==> src/rtl/sl_pkg.sv <==
`timescale 1ns/1ps
package sl_pkg;
    localparam int SL_FIELD_W = 16;
    localparam int SL_N_LOW   = 6;
    localparam int SL_N_MID   = 2;

    typedef enum logic {
        FLD_LOW = 1'b0,
        FLD_MID = 1'b1
    } fld_e;

    typedef struct packed {
        logic  en;
        fld_e  fld;
    } wr_ctl_t;

    function automatic fld_e sect_field(input int idx, input int n_low);
        return (idx < n_low) ? FLD_LOW : FLD_MID;
    endfunction

    function automatic int sect_bitpos(input int idx, input int n_low);
        return (idx < n_low) ? idx : idx - n_low;
    endfunction

    function automatic int sect_cfgbit(input int idx, input int n_low, input int field_w);
        return (idx < n_low) ? idx : field_w + idx - n_low;
    endfunction
endpackage

==> src/rtl/sl_gate.sv <==
`timescale 1ns/1ps
module sl_gate (
    input  logic clk,
    input  logic rst,
    input  logic wr_en,
    input  logic sec_enable,
    input  logic hv_suspended,
    input  logic ilk_write,
    input  logic op_done,
    output logic accept,
    output logic wr_ignored
);
    logic busy_q;

    always_ff @(posedge clk) begin
        if (rst)            busy_q <= 1'b0;
        else if (ilk_write) busy_q <= 1'b1;
        else if (op_done)   busy_q <= 1'b0;
    end

    assign accept = sec_enable && !busy_q && !hv_suspended;

    always_ff @(posedge clk) begin
        if (rst) wr_ignored <= 1'b0;
        else     wr_ignored <= wr_en && !accept;
    end

    // an interlock write closes the write window on the following cycle
    p_ilk_blocks_r6: assert property (@(posedge clk) disable iff (rst)
        ilk_write |=> !accept);

    // a suspended high-voltage operation refuses the write and pulses
    p_hv_refuse_r7: assert property (@(posedge clk) disable iff (rst)
        (wr_en && hv_suspended) |=> wr_ignored);

    // disabled register refuses the write
    p_enable_refuse_r8: assert property (@(posedge clk) disable iff (rst)
        (wr_en && !sec_enable) |=> wr_ignored);

    // the pulse only ever follows a write attempt
    p_pulse_src_r9: assert property (@(posedge clk) disable iff (rst)
        wr_ignored |-> $past(wr_en));
endmodule

==> src/rtl/sl_bank.sv <==
`timescale 1ns/1ps
module sl_bank
    import sl_pkg::*;
#(
    parameter int FIELD_W = SL_FIELD_W,
    parameter int N_LOW   = SL_N_LOW,
    parameter int N_MID   = SL_N_MID,
    localparam int NSECT  = N_LOW + N_MID,
    localparam int CFG_W  = FIELD_W + N_MID
) (
    input  logic               clk,
    input  logic               rst,
    input  logic [CFG_W-1:0]   cfg_word,
    input  logic [NSECT-1:0]   sect_present,
    input  wr_ctl_t            wr_ctl,
    input  logic [FIELD_W-1:0] wr_data,
    output logic [NSECT-1:0]   lock
);
    logic unused_cfg_hi;
    logic unused_wdata_hi;
    assign unused_cfg_hi   = ^cfg_word[FIELD_W-1:N_LOW];
    assign unused_wdata_hi = ^wr_data[FIELD_W-1:N_LOW];

    for (genvar i = 0; i < NSECT; i++) begin : g_sect
        localparam fld_e FLD  = sect_field(i, N_LOW);
        localparam int   POS  = sect_bitpos(i, N_LOW);
        localparam int   CFGB = sect_cfgbit(i, N_LOW, FIELD_W);

        logic pres_q;
        logic lock_q;

        always_ff @(posedge clk) begin
            if (rst) begin
                pres_q <= sect_present[i];
                lock_q <= sect_present[i] ? cfg_word[CFGB] : 1'b1;
            end else if (wr_ctl.en && (wr_ctl.fld == FLD) && pres_q) begin
                lock_q <= wr_data[POS];
            end
        end

        assign lock[i] = lock_q;

        // an absent sector never leaves the locked state
        p_absent_locked_r5: assert property (@(posedge clk) disable iff (rst)
            !pres_q |-> lock_q);
    end
endmodule

==> src/rtl/sl_readmux.sv <==
`timescale 1ns/1ps
module sl_readmux
    import sl_pkg::*;
#(
    parameter int FIELD_W = SL_FIELD_W,
    parameter int N_LOW   = SL_N_LOW,
    parameter int N_MID   = SL_N_MID,
    localparam int NSECT  = N_LOW + N_MID
) (
    input  logic [NSECT-1:0]   lock,
    input  fld_e               rd_fld,
    output logic [FIELD_W-1:0] rd_data
);
    logic [FIELD_W-1:0] low_v;
    logic [FIELD_W-1:0] mid_v;

    always_comb begin
        low_v = '1;
        mid_v = '1;
        low_v[N_LOW-1:0] = lock[N_LOW-1:0];
        mid_v[N_MID-1:0] = lock[NSECT-1:N_LOW];
    end

    assign rd_data = (rd_fld == FLD_MID) ? mid_v : low_v;
endmodule

==> src/rtl/sec_lock_reg.sv <==
`timescale 1ns/1ps
module sec_lock_reg
    import sl_pkg::*;
#(
    parameter int FIELD_W = SL_FIELD_W,
    parameter int N_LOW   = SL_N_LOW,
    parameter int N_MID   = SL_N_MID,
    localparam int NSECT  = N_LOW + N_MID,
    localparam int CFG_W  = FIELD_W + N_MID
) (
    input  logic               clk,
    input  logic               rst,
    input  logic [CFG_W-1:0]   cfg_word,
    input  logic [NSECT-1:0]   sect_present,
    input  logic               sec_enable,
    input  logic               ilk_write,
    input  logic               op_done,
    input  logic               hv_suspended,
    input  logic               wr_en,
    input  logic               wr_sel,
    input  logic [FIELD_W-1:0] wr_data,
    input  logic               rd_sel,
    output logic [FIELD_W-1:0] rd_data,
    input  logic [NSECT-1:0]   prim_lock,
    output logic [NSECT-1:0]   eff_lock,
    output logic               wr_ignored
);
    logic             accept;
    wr_ctl_t          wr_ctl;
    logic [NSECT-1:0] sec_lock;

    sl_gate u_gate (
        .clk          (clk),
        .rst          (rst),
        .wr_en        (wr_en),
        .sec_enable   (sec_enable),
        .hv_suspended (hv_suspended),
        .ilk_write    (ilk_write),
        .op_done      (op_done),
        .accept       (accept),
        .wr_ignored   (wr_ignored)
    );

    assign wr_ctl.en  = wr_en && accept;
    assign wr_ctl.fld = fld_e'(wr_sel);

    sl_bank #(.FIELD_W(FIELD_W), .N_LOW(N_LOW), .N_MID(N_MID)) u_bank (
        .clk          (clk),
        .rst          (rst),
        .cfg_word     (cfg_word),
        .sect_present (sect_present),
        .wr_ctl       (wr_ctl),
        .wr_data      (wr_data),
        .lock         (sec_lock)
    );

    sl_readmux #(.FIELD_W(FIELD_W), .N_LOW(N_LOW), .N_MID(N_MID)) u_rd (
        .lock    (sec_lock),
        .rd_fld  (fld_e'(rd_sel)),
        .rd_data (rd_data)
    );

    assign eff_lock = sec_lock | prim_lock;

    // a refused write leaves every stored bit as it was
    p_refused_hold_r9: assert property (@(posedge clk) disable iff (rst)
        (wr_en && !accept) |=> $stable(sec_lock));

    // with no write strobe the stored bits hold, whatever is read
    p_read_quiet_r10: assert property (@(posedge clk) disable iff (rst)
        !wr_en |=> $stable(sec_lock));
endmodule

==> config.mk <==
export PLATFORM = sky130hd
export DESIGN_NAME = sec_lock_reg
export DESIGN_NICKNAME = d
export VERILOG_FILES = /design/src/rtl/sl_pkg.sv /design/src/rtl/sl_gate.sv /design/src/rtl/sl_bank.sv /design/src/rtl/sl_readmux.sv /design/src/rtl/sec_lock_reg.sv
export SDC_FILE = /design/constraint.sdc
export NUM_CORES = 1
export LEC_CHECK = 0
export BUFFER_PORTS_ARGS = -buffer_cell sky130_fd_sc_hd__buf_2
export CORE_AREA = 2 2 54 56
export CTS_BUF_LIST = sky130_fd_sc_hd__clkbuf_16
export CTS_CLUSTER_SIZE = 14
export DETAILED_ROUTE_END_ITERATION = 12
export DIE_AREA = 0 0 56 58
export GPL_ROUTABILITY_DRIVEN = 0
export GPL_TIMING_DRIVEN = 0
export PLACE_DENSITY = 0.78
export SYNTH_ARGS = -nofsm -noshare
export SYNTH_HDL_FRONTEND = slang
export SYNTH_SLANG_ARGS = --single-unit
export TNS_END_PERCENT = 10
==> constraint.sdc <==
create_clock -name clk -period 1.5 [get_ports clk]
set_clock_uncertainty 0.15 [all_clocks]
set_input_delay 0.15 -clock clk [delete_from_list [all_inputs] [get_ports clk]]
set_output_delay 0.15 -clock clk [all_outputs]
set_load 0.01 [all_outputs]
Word-level counts from Yosys, hierarchy flattened
Cells that the tools add are included.
- register bits: 18
- input bits: 59
- reductions and logical operators: 26
- multiplexer cells: 27
- bitwise operators: 2
- operator list (cell ; number):
    2-to-1 mux 1 bit ; 26
    nonzero test 2 bit ; 9
    logical AND 1 bit ; 14
    bitwise OR 8 bit ; 1
    2-to-1 mux 6 bit ; 1
    zero test 1 bit ; 3
    inverter 1 bit ; 1

Logic depth before layout (Yosys ltp)
- depth in word-level cells: 8
- depth in mapped cells: 3

Modules after synthesis
A second synthesis with hierarchy kept.
- cell total of the unflattened synthesis: 90
- area total of the unflattened synthesis: 1026.0 µm²
- modules (own cells, without submodules) (module ; instances ; seq. area each (µm²) ; area each (µm²) ; cells an instance):
    sl_bank ; 1 ; 480.5 ; 763.2 ; 57
    sl_readmux ; 1 ; 0.0 ; 126.4 ; 17
    sl_gate ; 1 ; 40.0 ; 80.1 ; 7
    sec_lock_reg ; 1 ; 0.0 ; 56.3 ; 9

Least setup slack after synthesis
No wires, ideal clock.
- kind: register to register
- from: reg u_gate.busy_q
- to: reg u_bank.g_sect[0].lock_q (enable)
- slack: 0.264 ns
- stages on the path, launching flop included: 4
- data arrival time: 0.794 ns
- buffers on the path: 1
- required time: 1.058 ns
- setup time: 0.292 ns
- cells stage by stage: dfxtp_1 -> and4bb_1 -> buf_6 -> a31o_1
- longest elaborated chain between the ends: 7
- RTL lines (element ; line ; source):
    start: declaration ; sl_gate.sv:13 ; logic busy_q;
    start signal: assignment ; sl_gate.sv:16 ; if (rst) busy_q <= 1'b0;
    start signal: assignment ; sl_gate.sv:17 ; else if (ilk_write) busy_q <= 1'b1;
    start signal: assignment ; sl_gate.sv:18 ; else if (op_done) busy_q <= 1'b0;
    zero test 1 bit ; sl_gate.sv:21 ; assign accept = sec_enable && !busy_q && !hv_suspended;
    logical AND 1 bit (2 in a row) ; sl_gate.sv:21 ;
    logical AND 1 bit ; sec_lock_reg.sv:44 ; assign wr_ctl.en = wr_en && accept;
    logical AND 1 bit (2 in a row) ; sl_bank.sv:36 ; end else if (wr_ctl.en && (wr_ctl.fld == FLD) && pres_q) begin
    nonzero test 2 bit (no line) ; n/a ;
    end signal: assignment ; sl_bank.sv:35 ; lock_q <= sect_present[i] ? cfg_word[CFGB] : 1'b1;
    end signal: assignment ; sl_bank.sv:37 ; lock_q <= wr_data[POS];
    end: declaration ; sl_bank.sv:30 ; logic lock_q;
Every way passes these cells.
A chain may end at the register's enable or synchronous reset.

Worst setup path after layout
- from: reg u_bank.g_sect[0].lock_q
- to: out eff_lock[0]
- longest elaborated chain between the ends: 1
- RTL lines (element ; line ; source):
    bitwise OR 8 bit ; sec_lock_reg.sv:63 ; assign eff_lock = sec_lock | prim_lock;
    end: declaration ; sec_lock_reg.sv:25 ; output logic [NSECT-1:0] eff_lock,
Every way passes these cells.

==> results_dict.tcl <==
set metrics [dict create \
    synthToLayoutAreaGrowth_pct 53.9 \
    ys_seq_area_share_pct 55.3 \
    ant_nets 0 \
    die_w_um 56 \
    fillCellCount 246 \
    route.detailed.drc 0 \
    yosysWarningCount 0 \
    synthDistinctLibCells 16 \
    vias 837 \
    start_kind "flip-flop" \
    synth_top_cell_by_area "edfxtp_1" \
    worstPathRequired_ns 1.20 \
    numCtsBuffers 3 \
    rrSetupSlack_ns 0.20 \
    critPathKind "flip-flop to primary output" \
    synth_commonest_cells "edfxtp_1, or2_2, buf_4" \
    row_count 19 \
    fin_hold_ws_ns 0.0140 \
    power.density_nw_per_um2 934 \
    pin_count 84 \
    die_y_um 58 \
    final_util_pct 54.4 \
    grt_usage_pct 12.9 \
    wirelength_um 1980 \
    grt_pass1_wl_um 3260 \
    grt_max_degree 15 \
    cp.arrival_ns 1.07 \
    setup_violations 0 \
    peakVddDrop_v 0.000865 \
    maxSlewViolCount 0 \
    synth_top_area_share_pct 51.1 \
    status "finished clean" \
    place_hpwl_um 1540 \
    nets 218 \
    io_buffers 53 \
    post_cts_buffers 0 \
    synth_seq_cells 18 \
    syn_area_um2 941 \
    htreeDepth 1 \
    dieArea_um2 3250 \
    synth_edf_count 16 \
    routedWlPerCell_um 10.5 \
    final_area_um2 1450 \
    r2r_end "u_bank.g_sect[6].lock_q" \
    rr_worst_depth 3 \
    drt-pass1-iter-count 4 \
    start_util_pct 35.3 \
    clk_pin_slew_worst_paths_ns 0.05 \
    drive_gt1_share_pct 52.5 \
    crit_path_end_kind "primary output" \
    insertion_delay_ns 0.25 \
    postSynthCellCount 83 \
    viasPerCell 4.43 \
    synth_top_flop_cell "edfxtp_1" \
    antenna_found_initial 0 \
    place_ws_ns 0.205 \
    netlist_top_cells_area "edfxtp_1, buf_4, or2_2" \
    tritoncts "done" \
    drtIter0Drc 15 \
    synth.most_common_cell "edfxtp_1" \
    hp-class "input port to flip-flop" \
    clk_path_buf_depth 2 \
    antenna_cells 0 \
    async_flop_share_pct 0 \
    ctsHoldBuffers 9 \
    hold_violations 0 \
    grt_setup_unrepaired "false" \
    crit_path_max_fanout 2 \
    min_to "u_gate.busy_q" \
    timing.final.crit_share_pct 91.2 \
    root_buffer "clkbuf_16" \
    placed_cell_area_um2 1280 \
    post_cts_resized 0 \
    first_global_vias 775 \
    synth_area_per_cell_um2 11.3 \
    clock-sinks 18 \
    fin_ws_ns 0.132 \
    hp-start "op_done" \
    core_area_um2 2660 \
    cap_violations 0 \
    whs_path_depth 3 \
    period_needed_ns 1.37 \
    timing.rr.start "u_gate.busy_q" \
    p_leak_nw 0.673 \
    overflow 0 \
    fin_tns_setup_ns 0 \
    clock.fmax_mhz 731 \
]
[metrics by stage]
| step | cells | power [W] |
|---|---|---|
| 6_report | 189 | 0.00135 |
| 5_1_grt | 189 | 0.00140 |
| 4_1_cts | 189 | 0.00136 |
| 3_5_place_dp | 176 | 0.000813 |
| 3_3_place_gp | 176 | 0.000806 |
| 2_1_floorplan | 92 | 0.000718 |
[worst max path at each step]
| stage | startpoint | to | slack, ns | depth (start not counted) |
|---|---|---|---|---|
| 3_5_place_dp | u_gate.busy_q | u_bank.g_sect[0].lock_q | 0.20 | 3 |
| 3_3_place_gp | u_gate.busy_q | u_bank.g_sect[3].lock_q | 0.23 | 3 |
| 2_1_floorplan | u_gate.busy_q | u_bank.g_sect[0].lock_q | 0.26 | 3 |
| 6_report | u_bank.g_sect[0].lock_q | eff_lock[0] | 0.13 | 2 |
| 5_1_grt | u_bank.g_sect[2].lock_q | rd_data[2] | 0.08 | 2 |
| 4_1_cts | u_bank.g_sect[0].lock_q | eff_lock[0] | 0.12 | 2 |
[layout by cell type (no fill, tap or decap)]
cell type,Yosys,layout
clkinv_1,0,1
edfxtp_1,16,16
a31o_1,8,8
conb_1,1,10
or2_2,12,12
clkbuf_16,0,3
dlygate4sd3_1,0,9
dfxtp_1,2,2
inv_1,10,10
buf_2,1,54
buf_4,11,11
mux2_2,2,2
buf_6,1,1
and4bb_1,1,1
nor2_1,6,6
or2b_1,1,1
a31oi_1,8,8
nor3b_1,2,2
a21oi_1,1,1
[worst max-delay path, stage by stage, from the launching register on]
cell      delay (ns)
edfxtp_1        0.40
or2_2           0.28
buf_2           0.14
[logic make-up after synthesis]
| logic type | count (synthesis) | share of synthesized area [%] |
|---|---|---|
| muxes | 2 | 2.39 |
| and+or+nand+nor | 22 | 14.1 |
| AOI/OAI and AO/OA | 17 | 13.3 |
| DFF | 18 | 55.3 |
| other | 1 | 0.399 |
| buffers and inverters | 23 | 14.5 |
[power breakdown]
group / switching (W) / internal, W / total [W]
combinational: 0.0000950 / 0.000124 / 0.000219
clock: 0.000178 / 0.000354 / 0.000532
sequential: 0.0000129 / 0.000589 / 0.000602
total: 0.000286 / 0.00107 / 0.00135
[routing by layer]
metal  up-vias  global-route usage, %  routed length [um]
li1        420                      -                   -
met1       368                   13.8                 748
met2        46                   24.2                 991
met3         3                   3.13                 209
met4         0                   5.10                  34
met5         -                      0                   0
[area by class of cell]
class,instances,area [um2],share of cell area [%]
Sequential cell,18,520,36.0
Timing Repair Buffer,62,355,24.5
Multi-Input combinational cell,51,318,22.0
Buffer,13,98.8,6.83
Clock buffer,3,75.1,5.19
Tap cell,31,38.8,2.68
Inverter,10,37.5,2.59
Clock inverter,1,3.75,0.259
[flip-flops by register name (all words and copies together), names as in the netlist]
name / count
u_gate.busy_q: 1
u_gate.wr_ignored: 1
u_bank.g_sect.pres_q: 8
u_bank.g_sect.lock_q: 8
No activity file was read; power rests on OpenSTA's default activity.
